## src/rtl/i2c_cmd_pkg.sv

```systemverilog
package i2c_cmd_pkg;
  typedef enum logic [3:0] {
    E_IDLE, E_RS_LO, E_RS_HI, E_ST_HI, E_B_LO, E_B_HI, E_SP_LO, E_SP_HI, E_SP_END
  } eng_st_t;

  localparam logic [2:0] OP_TX        = 3'd0;
  localparam logic [2:0] OP_RX        = 3'd1;
  localparam logic [2:0] OP_STOP      = 3'd2;
  localparam logic [2:0] OP_DISC      = 3'd3;
  localparam logic [2:0] OP_START     = 3'd4;
  localparam logic [2:0] OP_START_HI  = 3'd6;
  localparam int         RX_EMPTY_BIT = 14;
endpackage

```

## src/rtl/i2c_cmd_fifo.sv

```systemverilog
module i2c_cmd_fifo #(
  parameter int W     = 8,
  parameter int DEPTH = 4,
  localparam int AW   = $clog2(DEPTH),
  localparam int CW   = AW + 1
) (
  input  logic          clk,
  input  logic          rst,
  input  logic          flush,
  input  logic          push,
  input  logic [W-1:0]  din,
  input  logic          pop,
  output logic [W-1:0]  dout,
  output logic [CW-1:0] count,
  output logic          full,
  output logic          empty
);
  logic [W-1:0]  mem [DEPTH];
  logic [AW-1:0] wp, rp;
  logic          do_push, do_pop;

  assign full    = (count == CW'(DEPTH));
  assign empty   = (count == '0);
  assign do_push = push && !full;
  assign do_pop  = pop && !empty;
  assign dout    = mem[rp];

  always_ff @(posedge clk) begin
    if (do_push && !flush) mem[wp] <= din;
  end

  always_ff @(posedge clk) begin
    if (rst || flush) begin
      wp    <= '0;
      rp    <= '0;
      count <= '0;
    end else begin
      if (do_push) wp <= wp + 1'b1;
      if (do_pop)  rp <= rp + 1'b1;
      count <= count + CW'(do_push) - CW'(do_pop);
    end
  end

  AST_NO_OVERFLOW: assert property (@(posedge clk) disable iff (rst)
    (full && push && !pop && !flush) |=> (count == $past(count)));
  AST_EMPTY_POP_IGNORED: assert property (@(posedge clk) disable iff (rst)
    (empty && pop && !push && !flush) |=> (count == '0));
endmodule

```

## src/rtl/i2c_cmd_engine.sv

```systemverilog
module i2c_cmd_engine
  import i2c_cmd_pkg::*;
#(
  parameter int TW = 8
) (
  input  logic          clk,
  input  logic          rst,
  input  logic [TW-1:0] t_lo,
  input  logic [TW-1:0] t_hi,
  input  logic          halt,
  input  logic          cmd_valid,
  input  logic [10:0]   cmd,
  output logic          cmd_pop,
  input  logic          rx_full,
  output logic          rx_push,
  output logic [7:0]    rx_byte,
  output logic          nack_set,
  input  logic          sda_i,
  output logic          scl_oe,
  output logic          sda_oe,
  output logic          busy
);
  eng_st_t       st, nxt;
  logic [TW-1:0] tmr;
  logic [7:0]    sh, cnt;
  logic [3:0]    bitn;
  logic          held, is_rx, keep, chk;
  logic          scl_q, sda_q, scl_c, sda_c;
  logic          tdone, stall, last_bit, ack_nack, drv;
  logic [2:0]    op;

  assign op       = cmd[10:8];
  assign tdone    = (tmr == '0);
  assign last_bit = (bitn == 4'd8);
  assign ack_nack = (cnt == 8'd0) && cmd_valid && (op == OP_STOP);
  assign stall    = (st == E_B_LO) && is_rx && keep && rx_full && (bitn == 4'd0);
  assign drv      = is_rx ? (last_bit && !ack_nack) : (!last_bit && !sh[7]);
  assign cmd_pop  = (st == E_IDLE) && cmd_valid && !halt;
  assign rx_push  = (st == E_B_HI) && tdone && last_bit && is_rx && keep;
  assign rx_byte  = sh;
  assign nack_set = (st == E_B_HI) && tdone && last_bit && !is_rx && chk && sda_i;
  assign scl_oe   = scl_q;
  assign sda_oe   = sda_q;
  assign busy     = held || (st != E_IDLE);

  always_comb begin
    nxt = st;
    unique case (st)
      E_IDLE: if (cmd_pop) begin
        if (op == OP_STOP)                                nxt = held ? E_SP_LO : E_IDLE;
        else if (op == OP_TX || op == OP_RX || op == OP_DISC) nxt = E_B_LO;
        else                                              nxt = held ? E_RS_LO : E_ST_HI;
      end
      E_RS_LO:  if (tdone) nxt = E_RS_HI;
      E_RS_HI:  if (tdone) nxt = E_ST_HI;
      E_ST_HI:  if (tdone) nxt = E_B_LO;
      E_B_LO:   if (tdone && !stall) nxt = E_B_HI;
      E_B_HI:   if (tdone) begin
        if (!last_bit)                      nxt = E_B_LO;
        else if (nack_set)                  nxt = E_SP_LO;
        else if (is_rx && cnt != 8'd0)      nxt = E_B_LO;
        else                                nxt = E_IDLE;
      end
      E_SP_LO:  if (tdone) nxt = E_SP_HI;
      E_SP_HI:  if (tdone) nxt = E_SP_END;
      E_SP_END: if (tdone) nxt = E_IDLE;
      default:  nxt = E_IDLE;
    endcase
  end

  always_comb begin
    scl_c = 1'b0;
    sda_c = 1'b0;
    unique case (st)
      E_IDLE:  scl_c = held;
      E_RS_LO: scl_c = 1'b1;
      E_ST_HI: sda_c = 1'b1;
      E_B_LO:  begin scl_c = 1'b1; sda_c = drv; end
      E_B_HI:  sda_c = sda_q;
      E_SP_LO: begin scl_c = 1'b1; sda_c = 1'b1; end
      E_SP_HI: sda_c = 1'b1;
      default: ;
    endcase
  end

  always_ff @(posedge clk) begin
    if (rst) begin
      st <= E_IDLE; tmr <= '0; sh <= '0; cnt <= '0; bitn <= '0;
      held <= 1'b0; is_rx <= 1'b0; keep <= 1'b0; chk <= 1'b0;
      scl_q <= 1'b0; sda_q <= 1'b0;
    end else begin
      st    <= nxt;
      scl_q <= scl_c;
      if (scl_q == scl_c) sda_q <= sda_c;
      if (nxt != st)
        tmr <= (nxt == E_RS_LO || nxt == E_B_LO || nxt == E_SP_LO) ? t_lo : t_hi;
      else if (!tdone && !stall)
        tmr <= tmr - 1'b1;
      if (cmd_pop) begin
        bitn  <= '0;
        sh    <= cmd[7:0];
        cnt   <= cmd[7:0];
        is_rx <= (op == OP_RX) || (op == OP_DISC);
        keep  <= (op == OP_RX);
        chk   <= (op == OP_TX) || (op == OP_START) || (op == OP_START_HI);
      end
      if (st == E_ST_HI) held <= 1'b1;
      if (st == E_SP_END && tdone) held <= 1'b0;
      if (st == E_B_HI && tdone) begin
        if (!last_bit) begin
          sh   <= {sh[6:0], sda_i};
          bitn <= bitn + 1'b1;
        end else begin
          bitn <= '0;
          if (is_rx && cnt != 8'd0) cnt <= cnt - 1'b1;
        end
      end
    end
  end

  AST_SDA_STABLE_SCL_HIGH: assert property (@(posedge clk) disable iff (rst)
    (!scl_oe && $past(!scl_oe) && !$stable(sda_oe)) |-> (st == E_ST_HI || st == E_SP_END));
  AST_NACK_STOPS: assert property (@(posedge clk) disable iff (rst)
    nack_set |=> (st == E_SP_LO));
endmodule

```

## src/rtl/i2c_cmd_master.sv

```systemverilog
module i2c_cmd_master
  import i2c_cmd_pkg::*;
#(
  parameter int DEPTH = 4,
  parameter int TW    = 8,
  localparam int CW   = $clog2(DEPTH) + 1
) (
  input  logic          clk,
  input  logic          rst,
  input  logic          cmd_push,
  input  logic [10:0]   cmd_word,
  input  logic          tx_flush,
  input  logic          rx_flush,
  input  logic          rx_pop,
  output logic [15:0]   rx_word,
  output logic [CW-1:0] tx_level,
  output logic [CW-1:0] rx_level,
  input  logic [CW-1:0] tx_wm,
  input  logic [CW-1:0] rx_wm,
  input  logic [2:0]    flag_clr,
  input  logic [3:0]    irq_en,
  output logic          irq,
  output logic          tx_req,
  output logic          rx_rdy,
  output logic          stop_flag,
  output logic          nack_flag,
  output logic          ovf_flag,
  output logic          mst_busy,
  output logic          bus_busy,
  input  logic [TW-1:0] t_lo,
  input  logic [TW-1:0] t_hi,
  input  logic          scl_i,
  input  logic          sda_i,
  output logic          scl_oe,
  output logic          sda_oe
);
  logic [10:0] cmd_head;
  logic [7:0]  rx_head, eng_byte;
  logic        tx_full, tx_empty, rx_full, rx_empty;
  logic        eng_pop, eng_push, eng_nack;
  logic        scl_d, sda_d, det_start, det_stop;

  i2c_cmd_fifo #(.W(11), .DEPTH(DEPTH)) u_txq (
    .clk(clk), .rst(rst), .flush(tx_flush), .push(cmd_push), .din(cmd_word),
    .pop(eng_pop), .dout(cmd_head), .count(tx_level), .full(tx_full), .empty(tx_empty));

  i2c_cmd_fifo #(.W(8), .DEPTH(DEPTH)) u_rxq (
    .clk(clk), .rst(rst), .flush(rx_flush), .push(eng_push), .din(eng_byte),
    .pop(rx_pop), .dout(rx_head), .count(rx_level), .full(rx_full), .empty(rx_empty));

  i2c_cmd_engine #(.TW(TW)) u_eng (
    .clk(clk), .rst(rst), .t_lo(t_lo), .t_hi(t_hi), .halt(nack_flag),
    .cmd_valid(!tx_empty), .cmd(cmd_head), .cmd_pop(eng_pop),
    .rx_full(rx_full), .rx_push(eng_push), .rx_byte(eng_byte), .nack_set(eng_nack),
    .sda_i(sda_i), .scl_oe(scl_oe), .sda_oe(sda_oe), .busy(mst_busy));

  always_comb begin
    rx_word               = '0;
    rx_word[7:0]          = rx_head;
    rx_word[RX_EMPTY_BIT] = rx_empty;
  end

  assign det_start = scl_d && scl_i && sda_d && !sda_i;
  assign det_stop  = scl_d && scl_i && !sda_d && sda_i;

  always_ff @(posedge clk) begin
    if (rst) begin
      scl_d <= 1'b1; sda_d <= 1'b1;
      tx_req <= 1'b0; rx_rdy <= 1'b0; irq <= 1'b0;
      stop_flag <= 1'b0; nack_flag <= 1'b0; ovf_flag <= 1'b0; bus_busy <= 1'b0;
    end else begin
      scl_d  <= scl_i;
      sda_d  <= sda_i;
      tx_req <= (tx_level <= tx_wm);
      rx_rdy <= (rx_level > rx_wm);
      irq    <= |(irq_en & {nack_flag, stop_flag, rx_rdy, tx_req});
      if (det_stop)         stop_flag <= 1'b1;
      else if (flag_clr[0]) stop_flag <= 1'b0;
      if (eng_nack)         nack_flag <= 1'b1;
      else if (flag_clr[1]) nack_flag <= 1'b0;
      if (cmd_push && tx_full) ovf_flag <= 1'b1;
      else if (flag_clr[2])    ovf_flag <= 1'b0;
      if (det_start)        bus_busy <= 1'b1;
      else if (det_stop)    bus_busy <= 1'b0;
    end
  end

  AST_OVF_STICKY: assert property (@(posedge clk) disable iff (rst)
    (ovf_flag && !flag_clr[2]) |=> ovf_flag);
endmodule

```

## config.mk

```make
export PLATFORM = sky130hd
export DESIGN_NAME = i2c_cmd_master
export DESIGN_NICKNAME = d
export VERILOG_FILES = /design/src/rtl/i2c_cmd_pkg.sv /design/src/rtl/i2c_cmd_fifo.sv /design/src/rtl/i2c_cmd_engine.sv /design/src/rtl/i2c_cmd_master.sv
export SDC_FILE = /design/constraint.sdc
export NUM_CORES = 1
export LEC_CHECK = 0
export ABC_AREA = 0
export BUFFER_PORTS_ARGS = -buffer_cell sky130_fd_sc_hd__buf_2
export CAP_MARGIN = 20
export CORE_MARGIN = 4
export CORE_UTILIZATION = 58
export DETAILED_ROUTE_END_ITERATION = 6
export PLACE_DENSITY = 0.87
export SYNTH_ARGS = -nofsm -noshare
export SYNTH_HDL_FRONTEND = slang
export SYNTH_SLANG_ARGS = --single-unit
```

## constraint.sdc

```tcl
create_clock -name clk -period 8.95 [get_ports clk]
set_input_delay 0.895 -clock clk [delete_from_list [all_inputs] [get_ports clk]]
set_output_delay 0.895 -clock clk [all_outputs]
set_load 0.1 [all_outputs]
```

Word level (Yosys, flattened, before mapping) --
Memory sizes are Yosys's and may differ from the RTL's. A register that Yosys moved wholly into a read port is not among the register bits. Cells that the tools add are included.
Storage, ports and cells: register bits after elaboration 61, memory bits (writable) 76, output and inout port bits 32, word-level logic and storage cells 191, memories kept 2
Memory list:
- u_txq.mem | words 4, bits a word 11, rd ports 1, clocked after Yosys merged registers in 1, write ports 1, RTL line i2c_cmd_fifo.sv:18 | logic [W-1:0] mem [DEPTH];
- u_rxq.mem | words 4, bits a word 8, rd ports 1, clocked after Yosys merged registers in 1, write ports 1, RTL line i2c_cmd_fifo.sv:18
Cells by class: $add $sub $neg 11, magnitude comparators 2, equality and inequality tests 21, muxes and demuxes 49, bitwise operators 2, reductions and logical operators 78
Operators with widths (count):
- $mux W8 | 10
- $mux W4 | 16
- $pmux W4 S9 | 1
- $logic_and A1 B1 Y1 | 33
- $eq A4 B3 Y1 const B | 6
- $logic_not A8 Y1 | 2
- $sub A8 B1 Y8 const B | 2
- $logic_not A1 Y1 | 15
- $mux W1 | 13
- $eq A3 B3 Y1 const B | 4
- $reduce_bool A2 Y1 | 6
- $logic_or A1 B1 Y1 | 10
- $mux W2 | 5
- $logic_not A3 Y1 | 3
- $add A2 B1 Y2 const B | 4
- $eq A4 B1 Y1 const B | 2
- $eq A4 B2 Y1 const B | 2
- $eq A4 B4 Y1 const B | 2
- $logic_not A4 Y1 | 2
- $reduce_bool A8 Y1 | 1
- $add A3 B1 Y3 | 2
- $eq A3 B2 Y1 const B | 2
- $mux W3 | 2
- $reduce_or A3 Y1 | 2
- 15 further kinds | 16

Logic depth before layout (Yosys ltp) --
depth after elaboration 15, depth in mapped cells 13

By module --
Synthesis repeated with hierarchy kept, for this count alone.
Unflattened totals: cell total of the unflattened synthesis 564, area, all modules 6631.4 sq um
Modules (own cells, without submodules):
- i2c_cmd_engine | instances 1, cells an instance 306, area each 2344.7 sq um, seq. area each 760.7 sq um
- i2c_cmd_fifo at u_txq | instances 1, cells an instance 107, area each 2125.8 sq um, seq. area each 1501.4 sq um
- i2c_cmd_fifo at u_rxq | instances 1, cells an instance 91, area each 1650.3 sq um, seq. area each 1141.1 sq um
- i2c_cmd_master | instances 1, cells an instance 60, area each 510.5 sq um, seq. area each 180.2 sq um

Worst setup path after synthesis --
Ideal clock, no wire load.
path type reg2reg, from reg u_eng.tmr[0], to reg u_rxq.count[2], library setup time 124 ps, arrival time 3142 ps, slack 5684 ps, stages on the path, launching flop included 13, period minus slack after synthesis 3266 ps, cell sequence dfxtp_1 inv_1 ha_1 or3b_2 or3_1 clkbuf_1 nor4b_1 ha_1 inv_1 fa_1 xor2_1 xnor2_1 nor2_1
On the way: longest elaborated chain between the ends 8
Ends and longest elaborated chain:
- start: declaration | RTL line i2c_cmd_engine.sv:24 | logic [TW-1:0] tmr;
- start signal: assignment | RTL line i2c_cmd_engine.sv:96 | tmr <= (nxt == E_RS_LO || nxt == E_B_LO || nxt == E_SP_LO) ? t_lo : t_hi;
- start signal: assignment | RTL line i2c_cmd_engine.sv:98 | tmr <= tmr - 1'b1;
- $logic_not A8 Y1 | RTL line i2c_cmd_engine.sv:33 | assign tdone = (tmr == '0);
- $logic_and A1 B1 Y1 (4 in a row) | RTL line i2c_cmd_engine.sv:39 | assign rx_push = (st == E_B_HI) && tdone && last_bit && is_rx && keep;
- $logic_and A1 B1 Y1 | RTL line i2c_cmd_fifo.sv:24 | assign do_push = push && !full;
- via u_rxq.do_push | RTL line i2c_cmd_fifo.sv:20 | logic do_push, do_pop;
- $add A3 B1 Y3 | RTL line i2c_cmd_fifo.sv:40 | count <= count + CW'(do_push) - CW'(do_pop);
- $sub A3 B1 Y3 | RTL line i2c_cmd_fifo.sv:40
- end signal: assignment | RTL line i2c_cmd_fifo.sv:40
- end: declaration | RTL line i2c_cmd_fifo.sv:14 | output logic [CW-1:0] count,
The timed path passes the listed nets, and every way through them passes these cells. A chain may end at the register's enable or synchronous reset.

Final worst setup path --
from reg u_eng.st[1], to reg u_eng.tmr[0]
On the way: longest elaborated chain between the ends 15
Ends and longest elaborated chain:
- start: declaration | RTL line i2c_cmd_engine.sv:23 | eng_st_t st, nxt;
- start signal: assignment | RTL line i2c_cmd_engine.sv:92 | st <= nxt;
- $eq A4 B3 Y1 | RTL line i2c_cmd_engine.sv:41, i2c_cmd_engine.sv:48
- $logic_and A1 B1 Y1 (5 in a row) | RTL line i2c_cmd_engine.sv:41 | assign nack_set = (st == E_B_HI) && tdone && last_bit && !is_rx && chk && sda_i;
- $mux W4 | RTL line i2c_cmd_engine.sv:60 | else if (nack_set) nxt = E_SP_LO;
- $mux W4 | RTL line i2c_cmd_engine.sv:59 | if (!last_bit) nxt = E_B_LO;
- $mux W4 | RTL line i2c_cmd_engine.sv:58 | E_B_HI: if (tdone) begin
- $pmux W4 S9 | RTL line i2c_cmd_engine.sv:48 | unique case (st)
- $eq A4 B1 Y1 / $eq A4 B3 Y1 (equally long branches) | RTL line i2c_cmd_engine.sv:96
- $logic_or A1 B1 Y1 (2 in a row) | RTL line i2c_cmd_engine.sv:96
- $mux W8 | RTL line i2c_cmd_engine.sv:96
- $mux W8 | RTL line i2c_cmd_engine.sv:95 | if (nxt != st)
Parallel ways exist; a longest one is shown, timed or not.

==> results by group <==
Status
  • Status: finished, final reports clean

Cells and area
  • Fin nets: 695
  • Final non-filler cell total: 776
  • Commonest non-fill, non-tap cell in the layout: edfxtp_1
  • Area Overhead vs Synth: 15.8%
  • # diodes: 0
  • Highest-count cells in the layout ignoring fill and taps: edfxtp_1 (76), buf_2 (72), dfxtp_1 (65), nor2_1 (59), inv_1 (35)
  • Layout cells sized above 1: 21.7%

Floorplanning
  • Core box area: 10,900 µm²
  • Die Y: 114 µm
  • Die area: 12,900 µm²
  • Initial Util: 59.5%
  • FP Rows: 38
  • Die W: 114 µm
  • IO Count: 80

Clock network
  • CTS clk-pin slew, worst paths: 0.06 ns
  • Post-CTS sizing: 0
  • Hold buffers post-CTS: 0
  • Worst-Skew Late Latency: 0.52 ns
  • CTS tree: yes
  • Clock tree buffer depth: 2
  • Num CTS Buffers: 17
  • H-tree levels: 4
  • # Post-CTS Setup Buffers: 0
  • Root Buffer: clkbuf_8
  • Num Clock Sinks: 141

Synthesis
  • Simple-gate share of the synthesized area: 14.5%
  • Synth Cell Area: 6480 µm²
  • Combinational family with the most area after synthesis: simple AND/OR/NAND/NOR gates
  • XOR/XNOR Fraction of Synth Area: 2.57%
  • Post-Synthesis Mean Instance Area: 11.7 µm²
  • Synth Area in Adders: 4.87%
  • Post-Syn Instances: 555
  • Yosys reg bits: 141
  • Ys async rst share: 0%
  • Mux share of post-synthesis cell area: 8.00%
  • Seq/Total Area, Yosys: 55.3%
  • Synth Flop Type: edfxtp_1
  • Compound-Gate Fraction of Synth Area: 10.4%
  • YS warnings: 0
  • Post-synth EDFFs: 76
  • Synth unique cells: 60

Power and ir drop
  • P_leak: 0.00290 µW
  • Net switching power figure: 906 µW
  • Final Power: 2440 µW
  • Sw Share: 37.1%
  • Power per cell area: 325 nW/µm²
  • Reg power frac: 36.8%
  • Clock share of power: 29.1%
  • P_int: 1530 µW
  • Peak supply drop: 0.230 mV
  • Logic pwr share: 34.2%

Placed design
  • Final HPWL DP: 9.38 mm
  • Setup WS pre-CTS: 5.37 ns
  • Routability Congestion: 0.907
  • Placed Cells: 743
  • IO buf count: 72

Timing
  • Hold Vio Cnt, Final: 0
  • Max Clock Freq: 0.269 GHz
  • Slew HR: 35.4%
  • Final setup fails: 0
  • Fin Setup TNS: 0 ns
  • Final worst slack: 5.23 ns
  • Final period utilization: 41.5%
  • Measured slew at the worst slew-check pin: 0.956 ns
  • Final worst path period need: 3.72 ns
  • Max Slew Vio Count: 0
  • Hold slack: 0.494 ns
  • RSZ-0062 raised after global routing: no
  • Worst Skew: 0.0109 ns

Min path
  • Worst min path class: flip-flop to flip-flop
  • Hold Path Stages: 2
  • Hold EP: ovf_flag
  • Worst Hold Launch: ovf_flag

Routing
  • Vias: 4,610
  • Drt initial violations: 423
  • DRC: 0
  • Vias/cell: 5.94
  • Final WL: 13.5 mm
  • DR pass1 iterations: 5
  • Post-DRT Antenna Nets: 0
  • Wire per inst: 17.4 µm

Worst setup path
  • Reg2reg end: u_eng.tmr[0]
  • Slowest stage delay, CP: 0.74 ns
  • Flop2flop setup slack: 5.23 ns
  • Crit Path Max Fanout: 23
  • WP buf/inv: 0
  • CP Capture Type: flip-flop
  • CP max-delay cell: a311oi_1
  • R2R Path Start: u_eng.st[1]
  • Largest delay contributor family on the critical path: simple AND/OR/NAND/NOR gates
  • Critical Path Start Type: flip-flop
  • CP Data Required Time: 9.36 ns
  • FF-to-FF path depth: 7
  • Crit path cell chain: nor4_1 > nand3_1 > a311oi_1 > nor3_2 > xnor2_1 > nor3_1 > a211oi_1
  • Crit Path Category: flip-flop to flip-flop
  • Worst path arrival time: 4.13 ns

Flow run
  • Total of max-cap violations: 0

GRT
  • Vias in the first global route: 4,502
  • GR Util All Layers: 21.9%
  • Initial antenna violation count: 0
  • Largest net degree at the start of global routing: 50
  • First-pass GRT wire length: 22.4 mm
  • Overflow left after global routing: 0
synth_stat cells (4+ instances only):
master,n,area [µm²]
and2_1,14,87.6
mux4_2,19,428
ha_1,22,275
dfxtp_1,65,1300
a21o_1,4,30.0
nor3b_1,4,30.0
a311oi_1,5,43.8
nor4_1,7,43.8
a21oi_1,27,135
or2_2,6,37.5
nor4b_1,4,35.0
a221oi_1,4,35.0
xnor2_1,11,96.3
o21ai_0,13,65.1
mux2i_1,9,90.1
o21a_1,4,30.0
nor2b_1,7,43.8
edfxtp_1,76,2280
buf_4,8,60.1
a211oi_1,19,143
clkbuf_1,18,67.6
nor2_1,59,221
buf_1,4,15.0
nand3b_1,4,30.0
xor2_1,8,70.1
inv_1,35,131
nor3_1,20,100
nand2_1,30,113
power groups by stage:
| stage | Combinational [µW] | Sequential, µW | Clock (µW) |
|---|---|---|---|
| global placement | 789 | 895 | 0 |
| CTS | 828 | 894 | 716 |
| global route | 926 | 914 | 747 |
| finish | 834 | 897 | 709 |
| detailed placement | 823 | 906 | 0 |
| floorplan | 625 | 929 | 0 |
worst min-delay path: stages, from the launching register on:
cell and delay, ns:
dfxtp_1 0.33, a32oi_1 0.06, nor2_1 0.07
through the flow:
step / utilization, % / instance area (µm²)
2_1_floorplan: - / 6500
5_1_grt: 68.9 / 7500
4_1_cts: 68.8 / 7490
3_5_place_dp: 63.3 / 6890
6_report: 68.9 / 7500
3_3_place_gp: 63.3 / 6890
flip-flops by register name (all words and copies together) (netlist names), 2 cells and up, named ones only:
| name | flops |
|---|---|
| u_eng.bitn | 4 |
| u_eng.cnt | 8 |
| u_eng.rx_byte | 8 |
| u_eng.st | 4 |
| u_eng.tmr | 8 |
| u_rxq.count | 3 |
| u_rxq.mem | 32 |
| u_rxq.rp | 2 |
| u_rxq.wp | 2 |
| u_txq.count | 3 |
| u_txq.mem | 44 |
| u_txq.rp | 2 |
| u_txq.wp | 2 |
worst max-delay path by stage:
| stage | from | end | slack [ns] | cells after the start |
|---|---|---|---|---|
| after floorplan | u_eng.tmr[0] | u_rxq.count[2] | 5.68 | 12 |
| after global placement | u_eng.st[2] | u_rxq.count[2] | 5.42 | 9 |
| after detailed placement | u_eng.tmr[0] | u_rxq.count[2] | 5.37 | 11 |
| after CTS | u_eng.st[2] | u_rxq.count[2] | 5.32 | 9 |
| after global routing | u_eng.st[1] | u_eng.tmr[0] | 4.79 | 7 |
| final | u_eng.st[1] | u_eng.tmr[0] | 5.23 | 7 |
per-layer routing:
metal | share of wire (%) | GRT usage (%) | vias to the layer above
met5 | 0 | 0 | -
met1 | 42 | 28.5 | 2237
li1 | - | - | 2171
met2 | 51 | 36.6 | 179
met3 | 5.7 | 4.77 | 23
met4 | 1.7 | 7.53 | 0
layout make-up:
type | count | area (µm²)
inverter | 35 | 131
timing repair buffer | 73 | 368
multi-input combinational | 355 | 2640
clock buffer | 17 | 414
clock inverter | 15 | 186
sequential | 141 | 3580
tap | 140 | 175
fill | 724 | 3390
cell families (layout without fill, tap and decap cells):
kind of cell | Yosys count | in the layout
and+or+nand+nor | 179 | 179
DFF | 141 | 141
AOI/OAI and AO/OA | 98 | 98
buffers and inverters | 65 | 140
muxes | 28 | 28
adders and majority gates | 24 | 24
xor gates and xnor gates | 19 | 19
other | 1 | 7
Note: power is estimated with default switching activity, not from simulation.
